`src/rtl/audclk_pkg.sv`:
```
package audclk_pkg;
  localparam int PRE_W  = 2;
  localparam int LIN_W  = 6;
  localparam int FRM_W  = 12;
  localparam int SKEW_W = 2;
  localparam int DATA_W = 16;
  localparam int ADDR_W = 2;

  // Fixed field positions within control word 0
  localparam int EN_BIT    = 0;
  localparam int PRE_LSB   = 2;
  localparam int BINV_BIT  = 6;
  localparam int FINV_BIT  = 7;
  localparam int SKEW_LSB  = 8;

  typedef struct packed {
    logic              en;
    logic [PRE_W-1:0]  pre;
    logic [LIN_W-1:0]  lin;
    logic [FRM_W-1:0]  frm;
    logic              bitInv;
    logic              frmInv;
    logic [SKEW_W-1:0] skew;
  } divCtl_t;
endpackage

```
`src/rtl/audclk_regs.sv`:
```
module audclk_regs
  import audclk_pkg::*;
#(
  parameter int DW = DATA_W,
  parameter int AW = ADDR_W
) (
  input  logic          clk,
  input  logic          rstN,
  input  logic          wrEn,
  input  logic [AW-1:0] addr,
  input  logic [DW-1:0] wrData,
  output logic [DW-1:0] rdData,
  output divCtl_t       ctl
);
  logic              enQ, bitInvQ, frmInvQ;
  logic [PRE_W-1:0]  preQ;
  logic [SKEW_W-1:0] skewQ;
  logic [LIN_W-1:0]  linQ;
  logic [FRM_W-1:0]  frmQ;

  always_ff @(posedge clk) begin
    if (!rstN) begin
      enQ     <= 1'b0;
      bitInvQ <= 1'b0;
      frmInvQ <= 1'b0;
      preQ    <= '0;
      skewQ   <= '0;
      linQ    <= '0;
      frmQ    <= '0;
    end else if (wrEn) begin
      case (addr)
        AW'(0): begin
          enQ     <= wrData[EN_BIT];
          preQ    <= wrData[PRE_LSB +: PRE_W];
          bitInvQ <= wrData[BINV_BIT];
          frmInvQ <= wrData[FINV_BIT];
          skewQ   <= wrData[SKEW_LSB +: SKEW_W];
        end
        AW'(1): linQ <= wrData[LIN_W-1:0];
        AW'(2): frmQ <= wrData[FRM_W-1:0];
        default: ;
      endcase
    end
  end

  always_comb begin
    rdData = '0;
    case (addr)
      AW'(0): begin
        rdData[EN_BIT]              = enQ;
        rdData[PRE_LSB +: PRE_W]    = preQ;
        rdData[BINV_BIT]            = bitInvQ;
        rdData[FINV_BIT]            = frmInvQ;
        rdData[SKEW_LSB +: SKEW_W]  = skewQ;
      end
      AW'(1): rdData[LIN_W-1:0] = linQ;
      AW'(2): rdData[FRM_W-1:0] = frmQ;
      default: rdData = '0;
    endcase
  end

  always_comb begin
    ctl.en     = enQ;
    ctl.pre    = preQ;
    ctl.lin    = linQ;
    ctl.frm    = frmQ;
    ctl.bitInv = bitInvQ;
    ctl.frmInv = frmInvQ;
    ctl.skew   = skewQ;
  end
endmodule

```
`src/rtl/audclk_bitdiv.sv`:
```
module audclk_bitdiv #(
  parameter int PW = 2,
  parameter int LW = 6
) (
  input  logic          clk,
  input  logic          rstN,
  input  logic          en,
  input  logic [PW-1:0] pre,
  input  logic [LW-1:0] lin,
  output logic          bitEdge,
  output logic          bitLvl
);
  localparam int MAXPRE = (1 << PW) - 1;
  localparam int PC_W   = (MAXPRE > 0) ? MAXPRE : 1;
  localparam int PH_W   = LW + MAXPRE + 1;

  logic [PC_W-1:0] preCnt;
  logic [LW-1:0]   linCnt;
  logic [PH_W-1:0] preLimit, ratio, phase;
  logic            preLast, linLast;

  always_comb begin
    preLimit = (PH_W'(1) << pre) - PH_W'(1);
    preLast  = PH_W'(preCnt) >= preLimit;
    linLast  = linCnt >= lin;
    ratio    = (PH_W'(lin) + PH_W'(1)) << pre;
    phase    = (PH_W'(linCnt) << pre) + PH_W'(preCnt);
    bitEdge  = en && preLast && linLast;
    bitLvl   = phase < (ratio >> 1);
  end

  // Prescaler stage: wraps every 2^pre cycles
  always_ff @(posedge clk) begin
    if (!rstN || !en) begin
      preCnt <= '0;
    end else if (preLast) begin
      preCnt <= '0;
    end else begin
      preCnt <= preCnt + PC_W'(1);
    end
  end

  // Linear stage: advances once per prescaler wrap
  always_ff @(posedge clk) begin
    if (!rstN || !en) begin
      linCnt <= '0;
    end else if (preLast) begin
      if (linLast) linCnt <= '0;
      else         linCnt <= linCnt + LW'(1);
    end
  end
endmodule

```
`src/rtl/audclk_framediv.sv`:
```
module audclk_framediv #(
  parameter int FW = 12,
  parameter int SW = 2
) (
  input  logic          clk,
  input  logic          rstN,
  input  logic          en,
  input  logic          bitEdge,
  input  logic [FW-1:0] frm,
  input  logic [SW-1:0] skew,
  output logic          frmLvl
);
  localparam int DEPTH = (1 << SW) - 1;

  logic [FW-1:0] frmCnt;
  logic [FW:0]   half;
  logic [DEPTH:0] hist;

  always_comb begin
    half    = ({1'b0, frm} + (FW+1)'(1)) >> 1;
    hist[0] = {1'b0, frmCnt} >= half;
    frmLvl  = hist[skew];
  end

  always_ff @(posedge clk) begin
    if (!rstN || !en) begin
      frmCnt <= '0;
    end else if (bitEdge) begin
      if (frmCnt >= frm) frmCnt <= '0;
      else               frmCnt <= frmCnt + FW'(1);
    end
  end

  // Skew line: one tap per bit period of delay
  for (genvar i = 1; i <= DEPTH; i++) begin : g_skew
    always_ff @(posedge clk) begin
      if (!rstN || !en)  hist[i] <= 1'b0;
      else if (bitEdge)  hist[i] <= hist[i-1];
    end
  end
endmodule

```
`src/rtl/audclk_chain.sv`:
```
module audclk_chain
  import audclk_pkg::*;
(
  input  logic              clk,
  input  logic              rstN,
  input  logic              wrEn,
  input  logic [ADDR_W-1:0] addr,
  input  logic [DATA_W-1:0] wrData,
  output logic [DATA_W-1:0] rdData,
  output logic              bitTick,
  output logic              bitClk,
  output logic              frameClk
);
  divCtl_t ctl;
  logic    bitEdge, bitLvl, frmLvl;

  audclk_regs #(.DW(DATA_W), .AW(ADDR_W)) regs_i (
    .clk(clk), .rstN(rstN), .wrEn(wrEn), .addr(addr),
    .wrData(wrData), .rdData(rdData), .ctl(ctl)
  );

  audclk_bitdiv #(.PW(PRE_W), .LW(LIN_W)) bitdiv_i (
    .clk(clk), .rstN(rstN), .en(ctl.en), .pre(ctl.pre), .lin(ctl.lin),
    .bitEdge(bitEdge), .bitLvl(bitLvl)
  );

  audclk_framediv #(.FW(FRM_W), .SW(SKEW_W)) frmdiv_i (
    .clk(clk), .rstN(rstN), .en(ctl.en), .bitEdge(bitEdge),
    .frm(ctl.frm), .skew(ctl.skew), .frmLvl(frmLvl)
  );

  always_ff @(posedge clk) begin
    if (!rstN) begin
      bitTick  <= 1'b0;
      bitClk   <= 1'b0;
      frameClk <= 1'b0;
    end else begin
      bitTick  <= bitEdge;
      bitClk   <= (ctl.en & bitLvl) ^ ctl.bitInv;
      frameClk <= (ctl.en & frmLvl) ^ ctl.frmInv;
    end
  end
endmodule

```
`config.mk`:
```
export PLATFORM = sky130hd
export DESIGN_NAME = audclk_chain
export DESIGN_NICKNAME = d
export VERILOG_FILES = /design/src/rtl/audclk_pkg.sv /design/src/rtl/audclk_regs.sv /design/src/rtl/audclk_bitdiv.sv /design/src/rtl/audclk_framediv.sv /design/src/rtl/audclk_chain.sv
export SDC_FILE = /design/constraint.sdc
export NUM_CORES = 1
export LEC_CHECK = 0
export BUFFER_PORTS_ARGS = -buffer_cell sky130_fd_sc_hd__buf_2
export CAP_MARGIN = 10
export CORE_MARGIN = 5
export CORE_UTILIZATION = 60
export DETAILED_ROUTE_END_ITERATION = 8
export GPL_ROUTABILITY_DRIVEN = 0
export PLACE_DENSITY = 0.81
export SLEW_MARGIN = 15
export SYNTH_ARGS = -nofsm -noshare
export SYNTH_HDL_FRONTEND = slang
export SYNTH_SLANG_ARGS = --single-unit
```
`constraint.sdc`:
```
create_clock -name clk -period 6.9 [get_ports clk]
set_input_delay 0.69 -clock clk [delete_from_list [all_inputs] [get_ports clk]]
set_output_delay 0.69 -clock clk [all_outputs]
set_load 0.05 [all_outputs]
```
==> flow_metrics.env <==
export IMPL_outcome="finished, final reports clean"
export IMPL_cts_sinks=52
export IMPL_reg2reg_from="regs_i.preQ[1]"
export IMPL_hold_depth=2
export IMPL_grt_pass1_wl_mm=16.8
export IMPL_syn2layout_area_growth_pct=6.55
export IMPL_num_vias=3876
export IMPL_period_share_pct=60.1
export IMPL_grt_overflow=0
export IMPL_syn_area_um2=4130
export IMPL_finalSetupViolCount=0
export IMPL_first_iter_violations=178
export IMPL_hold_viol=0
export IMPL_rsz0062_at_grt="false"
export IMPL_synthDistinctLibCells=48
export IMPL_synth_most_common_cell="nand2_1"
export IMPL_rrSetupSlack_ns=2.75
export IMPL_rr_worst_depth=14
export IMPL_synth_top_cells_by_area="dfxtp_1, ha_1, nand2_1"
export IMPL_vias_per_cell=6.10
export IMPL_post_dp_hpwl_mm=7.52
export IMPL_die_w_um=93.0
export IMPL_timing_fmax_ghz=0.241
export IMPL_worst_r2r_endpoint="bitClk"
export IMPL_slew_headroom_pct=27.4
export IMPL_arrival_ns=4.39
export IMPL_powerDensity_nw_per_um2=143
export IMPL_nNetsFinal=629
export IMPL_finalSetupTns_ns=0
export IMPL_worst_pin_slew_ns=1.09
export IMPL_finalInstanceArea_um2=4400
export IMPL_synth_edf_count=0
export IMPL_multi_input_area_um2=2870
export IMPL_numPortBuffers=31
export IMPL_die_area_um2=8640
export IMPL_syn_mean_instance_area_um2=7.65
export IMPL_cts_buffers=5
export IMPL_regArea_um2=1040
export IMPL_place_area_um2=4280
export IMPL_yosysSeqAreaShare_pct=25.2
export IMPL_critical_path_startpoint="regs_i.preQ[1]"
export IMPL_insertion_delay_ns=0.31
export IMPL_async_flop_share_pct=0
export IMPL_synthDominantCellAreaShare_pct=25.2
export IMPL_die_h_um=93.0
export IMPL_first_global_vias=3766
export IMPL_post_cts_buffers=0
export IMPL_hp_class="reg -> reg"
export IMPL_initial_core_util_pct=61.1
export IMPL_grt_max_degree=35
export IMPL_clkSlewWorstSetupHoldPaths_ns=0.09
export IMPL_n_antenna_cell=0
export IMPL_finalWirelength_mm=9.71
export IMPL_fin_hold_ws_ns=0.464
export IMPL_slew_violations=0
export IMPL_io_pins=40
export IMPL_leakage_nw=1.73
export IMPL_rows=30
export IMPL_min_period_ns=4.15
export IMPL_synth_ff_type="dfxtp_1"
export IMPL_fill_cells=614
export IMPL_hold_buffers=0
export IMPL_drc=0
export IMPL_ir_worst_vdd_mv=0.121
export IMPL_antenna_left=0
export IMPL_synth_top_cell_by_area="dfxtp_1"
export IMPL_fin_util_pct=65.1
export IMPL_coreArea_um2=6760
export IMPL_clock_root_buffer="clkbuf_8"
export IMPL_synth_warnings=0
export IMPL_syn_inst=540
export IMPL_crit_type="reg -> reg"
export IMPL_required_ns=7.15
export IMPL_cap_violations=0
export IMPL_pre_cts_ws_ns=2.79
export IMPL_cts_tree="built"
export IMPL_fin_skew_ns=0.00495
export IMPL_grt_usage_pct=23.5
export IMPL_h_tree_depth=2
export IMPL_crit_path_start_kind="flip-flop"
export IMPL_cts_resized=0
export IMPL_dr_pass1_iters=5
export IMPL_setup_ws_ns=2.75
export IMPL_clk_path_buf_depth=2
export IMPL_worstSetupEndpoint="bitClk"
export IMPL_cp_end_kind="flip-flop"
export IMPL_wl_per_cell_um=15.3
export IMPL_drive_gt1_share_pct=8.83
export IMPL_synth_common_cells="nand2_1, ha_1, dfxtp_1"
export IMPL_antenna_found_initial=0
export IMPL_path_max_fanout=30
export IMPL_ys_ff_latch=52
==> final cells by class <==
class	instances	area share (%)
Clock buffer	6	1.88
Inverter	27	2.30
Sequential cell	52	23.7
Tap cell	80	2.28
Timing Repair Buffer	32	3.70
Multi-Input combinational cell	436	65.3
Clock inverter	2	0.882
==> sequential cells by signal, summed over array words and instances, names as in the netlist <==
signal	count
regs_i.linQ	6
regs_i.bitInvQ	1
regs_i.skewQ	2
bitClk	1
regs_i.preQ	2
frmdiv_i.hist	3
bitdiv_i.linCnt	6
frmdiv_i.frmCnt	12
regs_i.frmQ	12
regs_i.enQ	1
regs_i.frmInvQ	1
frameClk	1
bitdiv_i.preCnt	3
bitTick	1
==> report_power, final <==
part           total [mW]  internal (mW)  switching (mW)
sequential          0.315          0.305         0.00946
combinational      0.0891         0.0302          0.0589
clock               0.226          0.119           0.107
total               0.630          0.454           0.176
==> critical path, cell delays in order, from the launching register on <==
cell and delay, ns:
dfxtp_1 1.05, nor2b_1 0.25, nand2_1 0.17, o21ai_0 0.12
ha_1 0.35, a21oi_1 0.07, or2_4 0.25, a2111oi_4 0.38
xor2_1 0.20, ha_1 0.25, o21a_1 0.18, o21ai_0 0.14
a31oi_1 0.07, nor4bb_1 0.38, mux2i_1 0.21
==> worst min-delay path by stage <==
stage / startpoint / endpoint / slack (ns)
final: regs_i.preQ[0] / regs_i.preQ[0] / 0.46
after global routing: regs_i.preQ[0] / regs_i.preQ[0] / 0.49
after CTS: regs_i.preQ[0] / regs_i.preQ[0] / 0.47
after detailed placement: regs_i.preQ[0] / regs_i.preQ[0] / 0.45
after global placement: regs_i.preQ[0] / regs_i.preQ[0] / 0.44
after floorplan: bitdiv_i.preCnt[0] / bitdiv_i.preCnt[0] / 0.43
==> through the flow <==
stage	cells	total power [mW]
floorplan	543	0.388
global placement	627	0.407
detailed placement	627	0.410
CTS	635	0.631
global route	635	0.661
finish	635	0.630
==> kinds of logic after synthesis <==
logic type,Yosys count,share of synthesized area [%]
AND/OR/NAND/NOR,216,24.0
AO/OA/AOI/OAI,117,18.5
buffers and inverters,55,5.48
adder cells (fa/ha/maj),54,16.5
flip-flops,52,25.2
XOR/XNOR,31,6.58
multiplexers,14,3.58
other,1,0.0908
==> metal layers <==
metal | GRT usage (%) | vias up | wire length, µm
met5 | 0 | - | 0
met4 | 7.94 | 0 | 206
met3 | 4.79 | 19 | 453
met2 | 40.5 | 95 | 4640
met1 | 29.1 | 1836 | 4410
li1 | - | 1926 | -
==> cells in the final DEF, fill, tap and decap left out, types with 3 or more instances in the layout <==
master    netlist  routed
o21a_1          4       4
nand2b_1        4       4
nor3_1          6       6
a21oi_1        49      49
a22o_1          5       5
ha_1           53      53
a31oi_1         5       5
mux2i_1        11      11
and3_1          5       5
a22oi_1         5       5
buf_2           4      31
nand3_1        38      38
inv_1          25      25
o21ai_0        20      20
nor2b_1         8       8
a211oi_1        6       6
nand4_1        14      14
a21o_1          7       7
nand2_1        82      82
nor2_1         45      45
xor2_1         13      13
xnor2_1        18      18
a222oi_1        3       3
dfxtp_1        52      52
clkbuf_8        0       6
and2_1          4       4
or3_1           3       3
conb_1          1       4
Power figures use the tool's default switching activity.
